--- config.mk ---
export PLATFORM = sky130hd
export DESIGN_NAME = tir_router
export DESIGN_NICKNAME = d
export VERILOG_FILES = /design/src/rtl/tir_pkg.sv /design/src/rtl/tir_cfg.sv /design/src/rtl/tir_status.sv /design/src/rtl/tir_pad.sv /design/src/rtl/tir_router.sv
export SDC_FILE = /design/constraint.sdc
export NUM_CORES = 1
export LEC_CHECK = 0
export ABC_CLOCK_PERIOD_IN_PS = 4900
export CAP_MARGIN = 20
export CORE_UTILIZATION = 52
export CTS_CLUSTER_SIZE = 24
export DETAILED_ROUTE_END_ITERATION = 8
export PLACE_DENSITY = 0.84
export SYNTH_ARGS = -nofsm -noshare
export SYNTH_HDL_FRONTEND = slang
export SYNTH_HIERARCHICAL = 1
export SYNTH_SLANG_ARGS = --single-unit
--- constraint.sdc ---
create_clock -name clk -period 4.9 [get_ports clk]
set_input_delay 1.47 -clock clk [delete_from_list [all_inputs] [get_ports clk]]
set_output_delay 1.47 -clock clk [all_outputs]
set_load 0.005 [all_outputs]
--- src/rtl/tir_pkg.sv ---
package tir_pkg;
  localparam int DW   = 8;
  localparam int AW   = 2;
  localparam int NSRC = 3;

  localparam logic [AW-1:0] A_STAT = 2'd0;
  localparam logic [AW-1:0] A_EN   = 2'd1;
  localparam logic [AW-1:0] A_RT   = 2'd2;
  localparam logic [AW-1:0] A_OM   = 2'd3;

  localparam int ST_SUM = 0;
  localparam int ST_LO  = 1;

  localparam int EN_GEN = 5;
  localparam int EN_T0  = 6;
  localparam int EN_T1  = 7;
  localparam int RT_T0  = 3;
  localparam int RT_T1  = 4;

  localparam int OM_T1P = 0;
  localparam int OM_IRQ = 2;
  localparam int OM_MFO = 4;
  localparam int OM_SEL = 6;

  typedef enum logic [1:0] {
    MF_REQ  = 2'b00,
    MF_T0   = 2'b01,
    MF_OSCA = 2'b10,
    MF_OSCB = 2'b11
  } mfo_sel_t;

  typedef struct packed {
    logic pp;
    logic pol;
  } pin_cfg_t;
endpackage

--- src/rtl/tir_cfg.sv ---
module tir_cfg
  import tir_pkg::*;
(
  input  logic          clk,
  input  logic          rst_n,
  input  logic          wr,
  input  logic [AW-1:0] addr,
  input  logic [DW-1:0] wdata,
  output logic [DW-1:0] en_q,
  output logic [DW-1:0] rt_q,
  output logic [DW-1:0] om_q,
  output logic          clr_we
);
  logic en_ce, rt_ce, om_ce;
  logic [DW-1:0] en_d, rt_d, om_d;

  always_comb begin
    en_ce  = wr && (addr == A_EN);
    rt_ce  = wr && (addr == A_RT);
    om_ce  = wr && (addr == A_OM);
    clr_we = wr && (addr == A_STAT);
    en_d   = en_ce ? wdata : en_q;
    rt_d   = rt_ce ? wdata : rt_q;
    om_d   = om_ce ? wdata : om_q;
  end

  always_ff @(posedge clk or negedge rst_n) begin
    if (!rst_n) begin
      en_q <= '0;
      rt_q <= '0;
      om_q <= '0;
    end else begin
      en_q <= en_d;
      rt_q <= rt_d;
      om_q <= om_d;
    end
  end


  cfg_hold_chk: assert property (@(posedge clk) disable iff (!rst_n)
    !wr |=> ($stable(en_q) && $stable(rt_q) && $stable(om_q)));
endmodule

--- src/rtl/tir_status.sv ---
module tir_status
  import tir_pkg::*;
(
  input  logic            clk,
  input  logic            rst_n,
  input  logic [NSRC-1:0] evt,
  input  logic [NSRC-1:0] stop,
  input  logic            clr_we,
  input  logic [NSRC-1:0] clr_mask,
  output logic [NSRC-1:0] stat_q
);
  logic [NSRC-1:0] stat_d;

  for (genvar i = 0; i < NSRC; i++) begin : g_bit
    logic set_i, clr_i;
    always_comb begin
      set_i     = evt[i] && !stop[i];
      clr_i     = clr_we && clr_mask[i];
      stat_d[i] = set_i || (stat_q[i] && !clr_i);
    end


    set_evt_chk: assert property (@(posedge clk) disable iff (!rst_n)
      (evt[i] && !stop[i]) |=> stat_q[i]);

    stop_quiet_chk: assert property (@(posedge clk) disable iff (!rst_n)
      (!stat_q[i] && (!evt[i] || stop[i])) |=> !stat_q[i]);

    clr_one_chk: assert property (@(posedge clk) disable iff (!rst_n)
      (clr_we && clr_mask[i] && !evt[i]) |=> !stat_q[i]);
  end

  always_ff @(posedge clk or negedge rst_n) begin
    if (!rst_n) stat_q <= '0;
    else        stat_q <= stat_d;
  end
endmodule

--- src/rtl/tir_pad.sv ---
module tir_pad
  import tir_pkg::*;
(
  input  logic     lvl,
  input  pin_cfg_t cfg,
  input  logic     standby,
  output logic     pad_o,
  output logic     pad_oe
);
  logic v, push;

  always_comb begin
    v    = lvl ^ cfg.pol;
    push = cfg.pp && !standby;
    if (push) begin
      pad_o  = v;
      pad_oe = 1'b1;
    end else begin
      pad_o  = 1'b0;
      pad_oe = !v;
    end
  end
endmodule

--- src/rtl/tir_router.sv ---
module tir_router
  import tir_pkg::*;
(
  input  logic          clk,
  input  logic          rst_n,
  input  logic          reg_wr,
  input  logic [AW-1:0] reg_addr,
  input  logic [DW-1:0] reg_wdata,
  output logic [DW-1:0] reg_rdata,
  input  logic          t0_lvl,
  input  logic          t1_lvl,
  input  logic          t0_evt,
  input  logic          t1_evt,
  input  logic          t0_stop,
  input  logic          t1_stop,
  input  logic          gen_evt,
  input  logic          osc_in,
  input  logic          standby,
  output logic          irq_o,
  output logic          irq_oe,
  output logic          mfo_o,
  output logic          mfo_oe,
  output logic          t1p_o,
  output logic          t1p_oe
);
  localparam int NPIN = 3;
  localparam int PADW = DW - ST_LO - NSRC;

  logic [DW-1:0]   en_q, rt_q, om_q;
  logic            clr_we;
  logic [NSRC-1:0] stat_q, en_vec, to_mfo, act;
  logic            prim_req, mfo_req, summary, mfo_lvl;
  mfo_sel_t        msel;
  pin_cfg_t        cfg   [NPIN];
  logic [NPIN-1:0] lvl, po, poe;

  tir_cfg u_cfg (
    .clk(clk), .rst_n(rst_n), .wr(reg_wr), .addr(reg_addr), .wdata(reg_wdata),
    .en_q(en_q), .rt_q(rt_q), .om_q(om_q), .clr_we(clr_we)
  );

  tir_status u_stat (
    .clk(clk), .rst_n(rst_n),
    .evt({gen_evt, t1_evt, t0_evt}),
    .stop({1'b0, t1_stop, t0_stop}),
    .clr_we(clr_we),
    .clr_mask(reg_wdata[ST_LO +: NSRC]),
    .stat_q(stat_q)
  );

  always_comb begin
    en_vec   = {en_q[EN_GEN], en_q[EN_T1], en_q[EN_T0]};
    to_mfo   = {1'b0, rt_q[RT_T1], rt_q[RT_T0]};
    act      = stat_q & en_vec;
    prim_req = |(act & ~to_mfo);
    mfo_req  = |(act & to_mfo);
    msel     = mfo_sel_t'(om_q[OM_SEL +: 2]);
    case (msel)
      MF_REQ:  mfo_lvl = mfo_req;
      MF_T0:   mfo_lvl = t0_lvl;
      default: mfo_lvl = osc_in;
    endcase
    summary = prim_req || (mfo_req && (msel == MF_REQ));
    lvl     = {t1_lvl, mfo_lvl, prim_req};
    cfg[0]  = pin_cfg_t'(om_q[OM_IRQ +: 2]);
    cfg[1]  = pin_cfg_t'(om_q[OM_MFO +: 2]);
    cfg[2]  = pin_cfg_t'(om_q[OM_T1P +: 2]);
  end

  for (genvar p = 0; p < NPIN; p++) begin : g_pad
    tir_pad u_pad (
      .lvl(lvl[p]), .cfg(cfg[p]), .standby(standby),
      .pad_o(po[p]), .pad_oe(poe[p])
    );
  end

  assign irq_o  = po[0];
  assign irq_oe = poe[0];
  assign mfo_o  = po[1];
  assign mfo_oe = poe[1];
  assign t1p_o  = po[2];
  assign t1p_oe = poe[2];

  always_comb begin
    case (reg_addr)
      A_STAT:  reg_rdata = {{PADW{1'b0}}, stat_q, summary};
      A_EN:    reg_rdata = en_q;
      A_RT:    reg_rdata = rt_q;
      default: reg_rdata = om_q;
    endcase
  end


  stby_od_chk: assert property (@(posedge clk) disable iff (!rst_n)
    standby |-> (!irq_o && !mfo_o && !t1p_o));

  no_en_quiet_chk: assert property (@(posedge clk) disable iff (!rst_n)
    (en_q[EN_T0] == 1'b0 && en_q[EN_T1] == 1'b0 && en_q[EN_GEN] == 1'b0)
      |-> !summary);

  sum_pin_chk: assert property (@(posedge clk) disable iff (!rst_n)
    (om_q[OM_IRQ +: 2] == 2'b10 && !standby && !irq_o && msel != MF_REQ)
      |-> !reg_rdata[ST_SUM] || reg_addr != A_STAT);
endmodule

==> metrics.yaml <==
critical_path:
  critPathMaxFanout: 13
  cp.required_ps: 3430
  r2r-start: "u_cfg/om_q[1]"
  rrSetupSlack_ps: 4050
  reg2reg_depth: 1
  crit_path_end_kind: "output pin"
  worstPathArrival_ps: 3220
  worstSetupStartpointType: "input port"
  reg2reg_to: "u_cfg/om_q[1]"
  path_class: "in2out"
power_and_ir_drop:
  switching_share_pct: 27.6
  p_per_area_nw_per_um2: 319
  p_seq_share_pct: 50.3
  clock_power_share_pct: 16.2
  switching_power_uw: 163
  combPwrFrac_pct: 33.6
  p_int_uw: 426
  max-vdd-ir-drop_v: 0.000261
  leakage_uw: 0.000789
drt:
  wl_mm: 3.21
  drt_pass1_iterations: 4
  drtIter0Drc: 25
  viasPerCell: 5.84
  vias: 1039
  final_antenna_net_count: 0
  drc: 0
  post_drt_wl_per_cell_um: 18.0
floorplanning:
  die_h_um: 54.2
  die-area_sq_um: 2930
  fp.coreArea_sq_um: 2520
  die_x_um: 54.2
  std_cell_rows: 18
  io_pins: 36
  start_util_pct: 56.1
cts:
  cts-buffers-inserted: 3
  clock-sinks: 27
  clk_latency_ps: 320
  cts_tree: "done"
  cts_resized: 0
  root_buffer: "clkbuf_4"
  hold_buffers: 0
  cts_setup_buffers: 0
  clk_pin_slew_ps: 140
  ctsLongestPathBuffers: 2
  cts_max_level: 1
sta:
  grt_setup_unrepaired: "false"
  finalSetupViolations: 0
  finalCriticalPeriod_ps: 4690
  fin_skew_ps: 0
  fin_tns_setup_ps: 0
  slew_violations: 0
  max_freq_mhz: 213
  timing.final.crit_share_pct: 95.7
  holdWs_ps: 526
  hold_viol: 0
global_routing:
  grt_pass1_wl_mm: 5.07
  antenna_found_initial: 0
  grt_pass1_vias: 1083
  grt_max_degree: 22
  overflow: 0
  grt_util_all_layers_pct: 25.3
outcome:
  outcome: "finished, final reports clean"
final_layout:
  final_util_pct: 73.1
  n_antenna_cell: 0
  layout-drive-gt1-share_pct: 28.4
  final_area_sq_um: 1840
  fin_nets: 171
  area_growth_pct: 30.3
placement:
  gp_congestion: 0.752
  dp_hpwl_mm: 2.41
  place_area_sq_um: 1820
  portBuffers: 35
min_path:
  min_path_type: "reg2reg"
  worstHoldStart: "u_cfg/en_q[4]"
  hold-path-endpoint: "u_cfg/en_q[4]"
  holdPathStages: 1
yosys:
  synth_cells: 107
  synth_area_sq_um: 1420
  ys_ff_latch: 27
  avgSynthCellArea_sq_um: 13.2
  synth.distinct_cells: 25
  synth_nets: 129
  synth-seq-area-share_pct: 47.7
  yosysWarningCount: 6
flow_run:
  drv_cap: 0
## layout by cell type (no fill, tap or decap), drive strengths merged, types with 2 or more instances in the layout
cell type and instances:
buf 4, and3 2, clkdlybuf4s50 35, xor2 3, nor2b 4, o21ai 2
nand2 8, clkbuf 4, inv 3, a22o 7, mux4 3, dfrtp 27
nand3b 4, mux2 29, nand3 3, nand2b 4
## metal layers
metal	vias up	GRT usage, %	share of wire (%)	wire length (um)
li1	474	-	-	-
met4	0	10.3	1.1	36
met3	4	4.80	3.9	126
met2	37	44.3	52	1670
met1	524	30.0	43	1370
met5	-	0	0	0
## through the flow
step	total power [uW]	worst slack [ps]	std cells
after floorplan	394	1310	107
after global placement	485	223	173
after detailed placement	497	217	174
after CTS	592	217	178
after global routing	623	111	178
final	588	208	178
## critical path, stage by stage
cell and delay, ps:
clkdlybuf4s50_1 520, buf_4 250, mux4_2 520, clkdlybuf4s50_1 450
## cell families (layout without fill, tap and decap cells)
family / Yosys count / after routing / share of synthesized area [%]
simple gates: 27 / 27 / 11.8
mux: 32 / 32 / 29.2
other cells: 1 / 1 / 0.265
compound gates: 12 / 12 / 6.81
flops: 27 / 27 / 47.7
xor+xnor: 3 / 3 / 1.86
buf+inv: 5 / 46 / 2.39
## registers in the layout, summed over array words and instances (netlist names)
| register | count |
|---|---|
| u_stat/stat_q | 3 |
| u_cfg/om_q | 8 |
| u_cfg/rt_q | 8 |
| u_cfg/en_q | 8 |
## worst max path at each step
stage / from / endpoint / slack, ps
finish: reg_addr[0] / reg_rdata[2] / 210
global route: reg_addr[0] / reg_rdata[6] / 110
CTS: reg_addr[0] / reg_rdata[2] / 220
detailed placement: reg_addr[1] / reg_rdata[0] / 220
global placement: reg_addr[1] / reg_rdata[0] / 220
floorplan: t0_lvl / mfo_o / 1310
## synth_stat cells, drive strengths merged
| cell | instances | area (sq um) |
|---|---|---|
| buf | 2 | 22.5 |
| mux4 | 3 | 71.3 |
| nand2b | 4 | 25.0 |
| nor4 | 1 | 6.26 |
| o31ai | 1 | 7.51 |
| xor2 | 3 | 26.3 |
| nand3 | 3 | 20.0 |
| nand3b | 4 | 37.5 |
| conb | 1 | 3.75 |
| mux2 | 29 | 342 |
| inv | 3 | 11.3 |
| a22o | 7 | 61.3 |
| nor2b | 4 | 27.5 |
| a311o | 1 | 10.0 |
| o21ai | 2 | 10.0 |
| a22oi | 1 | 7.51 |
| dfrtp | 27 | 676 |
| nor3b | 1 | 7.51 |
| and3 | 2 | 12.5 |
| nand2 | 8 | 30.0 |
## power groups by stage
stage / clock network (uW) / registers [uW] / logic [uW]
final: 95.1 / 296 / 197
after global routing: 108 / 301 / 215
after CTS: 98.0 / 295 / 199
after floorplan: 0 / 287 / 108
after detailed placement: 0 / 299 / 198
after global placement: 0 / 296 / 190
## layout make-up
class	instances	area [sq um]
clock buffer	4	26.3
fill	185	678
inverter	3	11.3
multi-input combinational	75	706
sequential	27	676
tap	30	37.5
timing repair buffer	39	388
Note: power is estimated with default switching activity, not from simulation.
